**src/rtl/gtmr_pkg.sv**
```systemverilog
package gtmr_pkg;

    localparam int DW     = 32;
    localparam int CW     = 2 * DW;
    localparam int PSC_W  = 8;
    localparam int PSC_LSB = 8;
    localparam int AW     = 5;

    localparam logic [AW-1:0] OFS_CNT_LO = 5'h00;
    localparam logic [AW-1:0] OFS_CNT_HI = 5'h04;
    localparam logic [AW-1:0] OFS_CTRL   = 5'h08;
    localparam logic [AW-1:0] OFS_STAT   = 5'h0C;
    localparam logic [AW-1:0] OFS_CMP_LO = 5'h10;
    localparam logic [AW-1:0] OFS_CMP_HI = 5'h14;
    localparam logic [AW-1:0] OFS_STEP   = 5'h18;

    typedef struct packed {
        logic [PSC_W-1:0] psc;
        logic             auto_inc;
        logic             irq_en;
        logic             cmp_en;
        logic             run;
    } ctrl_t;

    typedef enum logic [2:0] {
        SEL_NONE, SEL_CNT_LO, SEL_CNT_HI, SEL_CTRL,
        SEL_STAT, SEL_CMP_LO, SEL_CMP_HI, SEL_STEP
    } sel_e;

    function automatic ctrl_t unpack_ctrl(input logic [DW-1:0] w);
        ctrl_t c;
        c.run      = w[0];
        c.cmp_en   = w[1];
        c.irq_en   = w[2];
        c.auto_inc = w[3];
        c.psc      = w[PSC_LSB +: PSC_W];
        return c;
    endfunction

    function automatic logic [DW-1:0] pack_ctrl(input ctrl_t c);
        logic [DW-1:0] w;
        w = '0;
        w[0] = c.run;
        w[1] = c.cmp_en;
        w[2] = c.irq_en;
        w[3] = c.auto_inc;
        w[PSC_LSB +: PSC_W] = c.psc;
        return w;
    endfunction

    function automatic sel_e decode(input logic [AW-1:0] a);
        case (a)
            OFS_CNT_LO: return SEL_CNT_LO;
            OFS_CNT_HI: return SEL_CNT_HI;
            OFS_CTRL:   return SEL_CTRL;
            OFS_STAT:   return SEL_STAT;
            OFS_CMP_LO: return SEL_CMP_LO;
            OFS_CMP_HI: return SEL_CMP_HI;
            OFS_STEP:   return SEL_STEP;
            default:    return SEL_NONE;
        endcase
    endfunction

endpackage

```
**src/rtl/gtmr_presc.sv**
```systemverilog
module gtmr_presc #(
    parameter int PSC_W = gtmr_pkg::PSC_W
) (
    input  logic             clk,
    input  logic             rst,
    input  logic             run,
    input  logic [PSC_W-1:0] psc,
    output logic             tick
);
    logic [PSC_W-1:0] div_q;

    assign tick = run && (div_q >= psc);

    always_ff @(posedge clk) begin
        if (rst || !run)
            div_q <= '0;
        else if (tick)
            div_q <= '0;
        else
            div_q <= div_q + PSC_W'(1);
    end

    // a nonzero prescale never yields ticks on back-to-back cycles
    a_r4_tick_gap: assert property (@(posedge clk) disable iff (rst)
        (tick && psc != '0) |=> (!tick || psc != $past(psc)));

endmodule

```
**src/rtl/gtmr_count.sv**
```systemverilog
module gtmr_count #(
    parameter int DW = gtmr_pkg::DW,
    parameter int CW = 2 * DW
) (
    input  logic          clk,
    input  logic          rst,
    input  logic          tick,
    input  logic          wr_lo,
    input  logic          wr_hi,
    input  logic [DW-1:0] wdata,
    output logic [CW-1:0] cnt
);
    always_ff @(posedge clk) begin
        if (rst) begin
            cnt <= '0;
        end else begin
            if (tick)
                cnt <= cnt + CW'(1);
            if (wr_lo)
                cnt[DW-1:0] <= wdata;
            if (wr_hi)
                cnt[CW-1:DW] <= wdata;
        end
    end

    // one step per tick, carry included
    a_r3_count_step: assert property (@(posedge clk) disable iff (rst)
        (tick && !wr_lo && !wr_hi) |=> cnt == $past(cnt) + CW'(1));

    // no tick and no write leaves the counter alone
    a_r2_hold_idle: assert property (@(posedge clk) disable iff (rst)
        (!tick && !wr_lo && !wr_hi) |=> $stable(cnt));

endmodule

```
**src/rtl/gtmr_cmp.sv**
```systemverilog
module gtmr_cmp #(
    parameter int DW = gtmr_pkg::DW,
    parameter int CW = 2 * DW
) (
    input  logic          clk,
    input  logic          rst,
    input  logic [CW-1:0] cnt,
    input  logic          cmp_en,
    input  logic          auto_inc,
    input  logic          wr_lo,
    input  logic          wr_hi,
    input  logic          wr_step,
    input  logic          clr_flag,
    input  logic [DW-1:0] wdata,
    output logic [CW-1:0] cmp,
    output logic [DW-1:0] step,
    output logic          flag
);
    logic hit, hit_q, fire;

    assign hit  = cmp_en && (cnt >= cmp);
    assign fire = hit && (auto_inc || !hit_q);

    always_ff @(posedge clk) begin
        if (rst) begin
            cmp   <= '0;
            step  <= '0;
            flag  <= 1'b0;
            hit_q <= 1'b0;
        end else begin
            hit_q <= (wr_lo || wr_hi) ? 1'b0 : hit;
            if (fire && auto_inc)
                cmp <= cmp + {{(CW-DW){1'b0}}, step};
            if (wr_lo)
                cmp[DW-1:0] <= wdata;
            if (wr_hi)
                cmp[CW-1:DW] <= wdata;
            if (wr_step)
                step <= wdata;
            if (fire)
                flag <= 1'b1;
            else if (clr_flag)
                flag <= 1'b0;
        end
    end

    // an existing flag only leaves through a clear
    a_r10_flag_sticky: assert property (@(posedge clk) disable iff (rst)
        (flag && !clr_flag) |=> flag);

    // a disabled comparator never raises the flag
    a_r10_no_set_disabled: assert property (@(posedge clk) disable iff (rst)
        (!cmp_en && !flag) |=> !flag);

    // a clear with the comparator off always takes effect
    a_r8_clear_takes: assert property (@(posedge clk) disable iff (rst)
        (clr_flag && !cmp_en) |=> !flag);

    // a consumed periodic match moves the compare value by the step
    a_r11_reload_step: assert property (@(posedge clk) disable iff (rst)
        (fire && auto_inc && !wr_lo && !wr_hi)
        |=> cmp == $past(cmp) + {{(CW-DW){1'b0}}, $past(step)});

endmodule

```
**src/rtl/glob_timer.sv**
```systemverilog
module glob_timer
    import gtmr_pkg::*;
(
    input  logic          clk,
    input  logic          rst,
    input  logic [AW-1:0] addr,
    input  logic          we,
    input  logic [DW-1:0] wdata,
    output logic [DW-1:0] rdata,
    output logic          irq
);
    sel_e          sel;
    ctrl_t         ctrl_q;
    logic          tick;
    logic [CW-1:0] cnt;
    logic [CW-1:0] cmp;
    logic [DW-1:0] step;
    logic          flag;

    assign sel = decode(addr);

    always_ff @(posedge clk) begin
        if (rst)
            ctrl_q <= '0;
        else if (we && sel == SEL_CTRL)
            ctrl_q <= unpack_ctrl(wdata);
    end

    gtmr_presc #(.PSC_W(PSC_W)) u_presc (
        .clk  (clk),
        .rst  (rst),
        .run  (ctrl_q.run),
        .psc  (ctrl_q.psc),
        .tick (tick)
    );

    gtmr_count #(.DW(DW), .CW(CW)) u_count (
        .clk   (clk),
        .rst   (rst),
        .tick  (tick),
        .wr_lo (we && sel == SEL_CNT_LO),
        .wr_hi (we && sel == SEL_CNT_HI),
        .wdata (wdata),
        .cnt   (cnt)
    );

    gtmr_cmp #(.DW(DW), .CW(CW)) u_cmp (
        .clk      (clk),
        .rst      (rst),
        .cnt      (cnt),
        .cmp_en   (ctrl_q.cmp_en),
        .auto_inc (ctrl_q.auto_inc),
        .wr_lo    (we && sel == SEL_CMP_LO),
        .wr_hi    (we && sel == SEL_CMP_HI),
        .wr_step  (we && sel == SEL_STEP),
        .clr_flag (we && sel == SEL_STAT && wdata[0]),
        .wdata    (wdata),
        .cmp      (cmp),
        .step     (step),
        .flag     (flag)
    );

    assign irq = flag && ctrl_q.irq_en;

    always_comb begin
        case (sel)
            SEL_CNT_LO: rdata = cnt[DW-1:0];
            SEL_CNT_HI: rdata = cnt[CW-1:DW];
            SEL_CTRL:   rdata = pack_ctrl(ctrl_q);
            SEL_STAT:   rdata = {{(DW-1){1'b0}}, flag};
            SEL_CMP_LO: rdata = cmp[DW-1:0];
            SEL_CMP_HI: rdata = cmp[CW-1:DW];
            SEL_STEP:   rdata = step;
            default:    rdata = '0;
        endcase
    end

    // the interrupt line never rises without an event pending
    a_r7_irq_needs_flag: assert property (@(posedge clk) disable iff (rst)
        $rose(irq) |-> flag);

endmodule

```
**config.mk**
```make
export PLATFORM = sky130hd
export DESIGN_NAME = glob_timer
export DESIGN_NICKNAME = d
export VERILOG_FILES = /design/src/rtl/gtmr_pkg.sv /design/src/rtl/gtmr_presc.sv /design/src/rtl/gtmr_count.sv /design/src/rtl/gtmr_cmp.sv /design/src/rtl/glob_timer.sv
export SDC_FILE = /design/constraint.sdc
export NUM_CORES = 1
export LEC_CHECK = 0
export ABC_AREA = 1
export CAP_MARGIN = 10
export CORE_MARGIN = 2
export CORE_UTILIZATION = 46
export CTS_BUF_LIST = sky130_fd_sc_hd__clkbuf_16
export DETAILED_ROUTE_END_ITERATION = 8
export PLACE_DENSITY = 0.69
export SKIP_LAST_GASP = 1
export SYNTH_ARGS = -nofsm -noshare
export SYNTH_HDL_FRONTEND = slang
export SYNTH_SLANG_ARGS = --single-unit
```
**constraint.sdc**
```tcl
create_clock -name clk -period 2.6 [get_ports clk]
set_input_delay 0.65 -clock clk [delete_from_list [all_inputs] [get_ports clk]]
set_output_delay 0.65 -clock clk [all_outputs]
set_load 0.01 [all_outputs]
```
==> metrics.cfg <==
[outcome]
status = finished, violations left
violations = negative setup slack

[critical_path]
worstReg2RegEnd = u_cmp.cmp[45]
crit_arrival_ns = 2.09
cp.required_ns = 1.95
cp-startpoint = addr[2]
slowest_stage = a221oi_4
path_depth = 11
reg2reg_from = u_cmp.cmp[25]
slowest_delay_ns = 0.39
path_delay_family = buffers and inverters
start_kind = input pin
critPathCaptureType = output port
critPathKind = in2out
ff2ff_path_depth = 17
path_cells = buf_2 -> inv_2 -> nor3_2 -> inv_2 -> nor2_4 -> buf_6 -> buf_12 -> buf_4 -> a221oi_4 -> o21ai_2 -> buf_2
path_max_fanout = 3
path_buf_inv = 7
r2r_setup_slack_ns = -0.03
cp-endpoint = rdata[20]

[routing]
drt-pass1-iter-count = 9
wl_per_cell_um = 23.1
vias_per_cell = 5.90
ant_nets = 0
route.detailed.drc = 0
drt-total-wl_um = 82900
vias = 21200
drtIter0Drc = 2579

[yosys]
avgSynthCellArea_um2 = 5.91
syn_area_um2 = 16600
synthTopCellsByArea = dfxtp_1, nand2_1, inv_1
synth-simple-area-share_pct = 38.6
async_flop_share_pct = 0
yosysTopAreaCellShare_pct = 21.9
synth_fa_ha_area_share_pct = 8.09
ys.flop_type = dfxtp_1
ys_ff_latch = 182
syn_inst = 2816
synth.most_common_cell = nand2_1
synth_commonest_cells = nand2_1, inv_1, nand3_1
syn-num-nets = 2963
synth-seq-area-share_pct = 21.9
ys_types = 50
synth_compound_gate_area_share_pct = 14.7
synth_edf_count = 0
synth_top_family_by_area = simple AND/OR/NAND/NOR gates
synth_xor_area_share_pct = 4.15
ys_warn_count = 0
synth_area_leader_cell = dfxtp_1
synthMuxAreaShare_pct = 0

[placed_design]
dpl.cell_count = 3530
place_hpwl_um = 65100
postPlaceCellArea_um2 = 19900
portBuffers = 72
gp_congestion = 1.11
post-place-ws_ns = -0.949

[power]
power.density_nw_per_um2 = 275
ir_drop_uv = 514
p_leak_nw = 10.2

[floorplan]
row_count = 69
io_pins = 73
die_h_um = 194
initial_core_util_pct = 46.8
die_w_um = 194
dieArea_um2 = 37700
core_area_um2 = 35600

[layout]
design_area_um2 = 22200
nets = 3267
fin_cells = 3595
final_util_pct = 62.3
drive_gt1_share_pct = 22.3
syn2layout_area_growth_pct = 33.2

[timing]
worst_slack_ns = -0.144
slew_headroom_pct = 56.3
fmax_ghz = 0.364
fin_tns_setup_ns = -2.64
min_period_ns = 2.74
clock-skew-final_ns = 0.0157
setup_viol = 37
finalMaxSlewViolations = 0
hold_violations = 0
tightest_slew_ns = 0.655
fin_crit_sh_pct = 106
grt_setup_unrepaired = yes

[grt]
grt_max_degree = 102
grt_pass1_vias = 19400
grt-ovfl-total = 0
antenna_found_initial = 2
grt_pass1_wl_um = 119000
track_usage_pct = 41.9

[clock_network]
clk_latency_ns = 0.47
cts_hold_buffers = 0
clk_pin_slew_ns = 0.07
root_buffer = clkbuf_16
htreeDepth = 4
numCtsBuffers = 17
tritoncts = yes
cts_sinks = 182
clockBufferDepth = 2

[worst_hold_path]
min_path_type = reg2reg

[flow_run]
maxCapViolations = 0

## worst min path at each step
stage                     depth (start not counted)             start  slack [ns]          endpoint
final                                             1  u_presc.div_q[0]        0.48  u_presc.div_q[0]
after detailed placement                          1  u_presc.div_q[0]        0.47  u_presc.div_q[0]
after CTS                                         1  u_presc.div_q[0]        0.49  u_presc.div_q[0]
after global placement                            1  u_presc.div_q[0]        0.45  u_presc.div_q[0]
after global routing                              1  u_presc.div_q[0]        0.49  u_presc.div_q[0]
after floorplan                                   1  u_presc.div_q[0]        0.43  u_presc.div_q[0]
## metal layers
layer / global-route usage, % / vias up / share of wire [%]
li1: - / 9752 / -
met1: 56.6 / 9873 / 40
met2: 63.6 / 1365 / 43
met3: 9.97 / 226 / 12
met4: 18.2 / 0 / 4.8
met5: 0 / - / 0
## timing repair
item | CTS | global route
cloned | 4 | 5
resized for setup | 285 | 240
setup buffers | 16 | 14
endpoints found under the hold margin | 0 | 0
setup endpoints to repair | 97 | 160
pin swaps | 26 | 67
## power breakdown
part | total (mW) | internal, mW | leakage (nW) | switching [mW]
combinational | 0.592 | 0.209 | 8.50 | 0.384
sequential | 2.82 | 2.80 | 1.47 | 0.0230
clock | 2.69 | 1.27 | 0.272 | 1.42
total | 6.11 | 4.28 | 10.2 | 1.83
## layout make-up
type	count	area, µm²
clock buffers	17	425
diodes	1	2.50
multi-input cells	2097	12200
clock inverters	15	140
flip-flops and latches	182	3660
repair inverters	2	15.0
inverters	436	1670
well taps	461	577
fillers	3415	13400
repair buffers	384	3460
## flip-flops by register name (all words and copies together), names as in the netlist
name           cells
ctrl_q            12
u_cmp.cmp         64
u_cmp.flag         1
u_cmp.hit_q        1
u_cmp.step        32
u_count.cnt       64
u_presc.div_q      8
## layout by cell type (no fill, tap or decap), types with 26 or more instances in the layout
| cell type | n |
|---|---|
| nor3_1 | 49 |
| nor2_1 | 181 |
| xor2_1 | 50 |
| nor2_2 | 33 |
| nand3_1 | 223 |
| buf_2 | 27 |
| o21ai_0 | 85 |
| inv_1 | 389 |
| inv_2 | 40 |
| xnor2_1 | 27 |
| nand2_1 | 820 |
| a31oi_1 | 27 |
| buf_4 | 263 |
| clkdlybuf4s50_1 | 34 |
| a21oi_1 | 142 |
| a21oi_2 | 33 |
| dfxtp_1 | 169 |
| ha_1 | 96 |
| nand4_1 | 48 |
| nor2_4 | 26 |
| nand2_2 | 37 |
## per-stage QoR
| step | hold slack, ns | power [mW] |
|---|---|---|
| 3_5_place_dp | 0.470 | 3.38 |
| 2_1_floorplan | 0.430 | 3.08 |
| 5_1_grt | 0.488 | 6.22 |
| 6_report | 0.479 | 6.11 |
| 3_3_place_gp | 0.448 | 3.38 |
| 4_1_cts | 0.487 | 6.02 |
## kinds of logic (layout without fill, tap and decap cells)
kind of cell,after synthesis,count (layout)
buf+inv,537,854
compound gates,414,414
xor+xnor,78,78
simple gates,1498,1498
fa+ha+maj,107,107
other cells,0,1
flops,182,182
(Power assumes the default switching activity.)
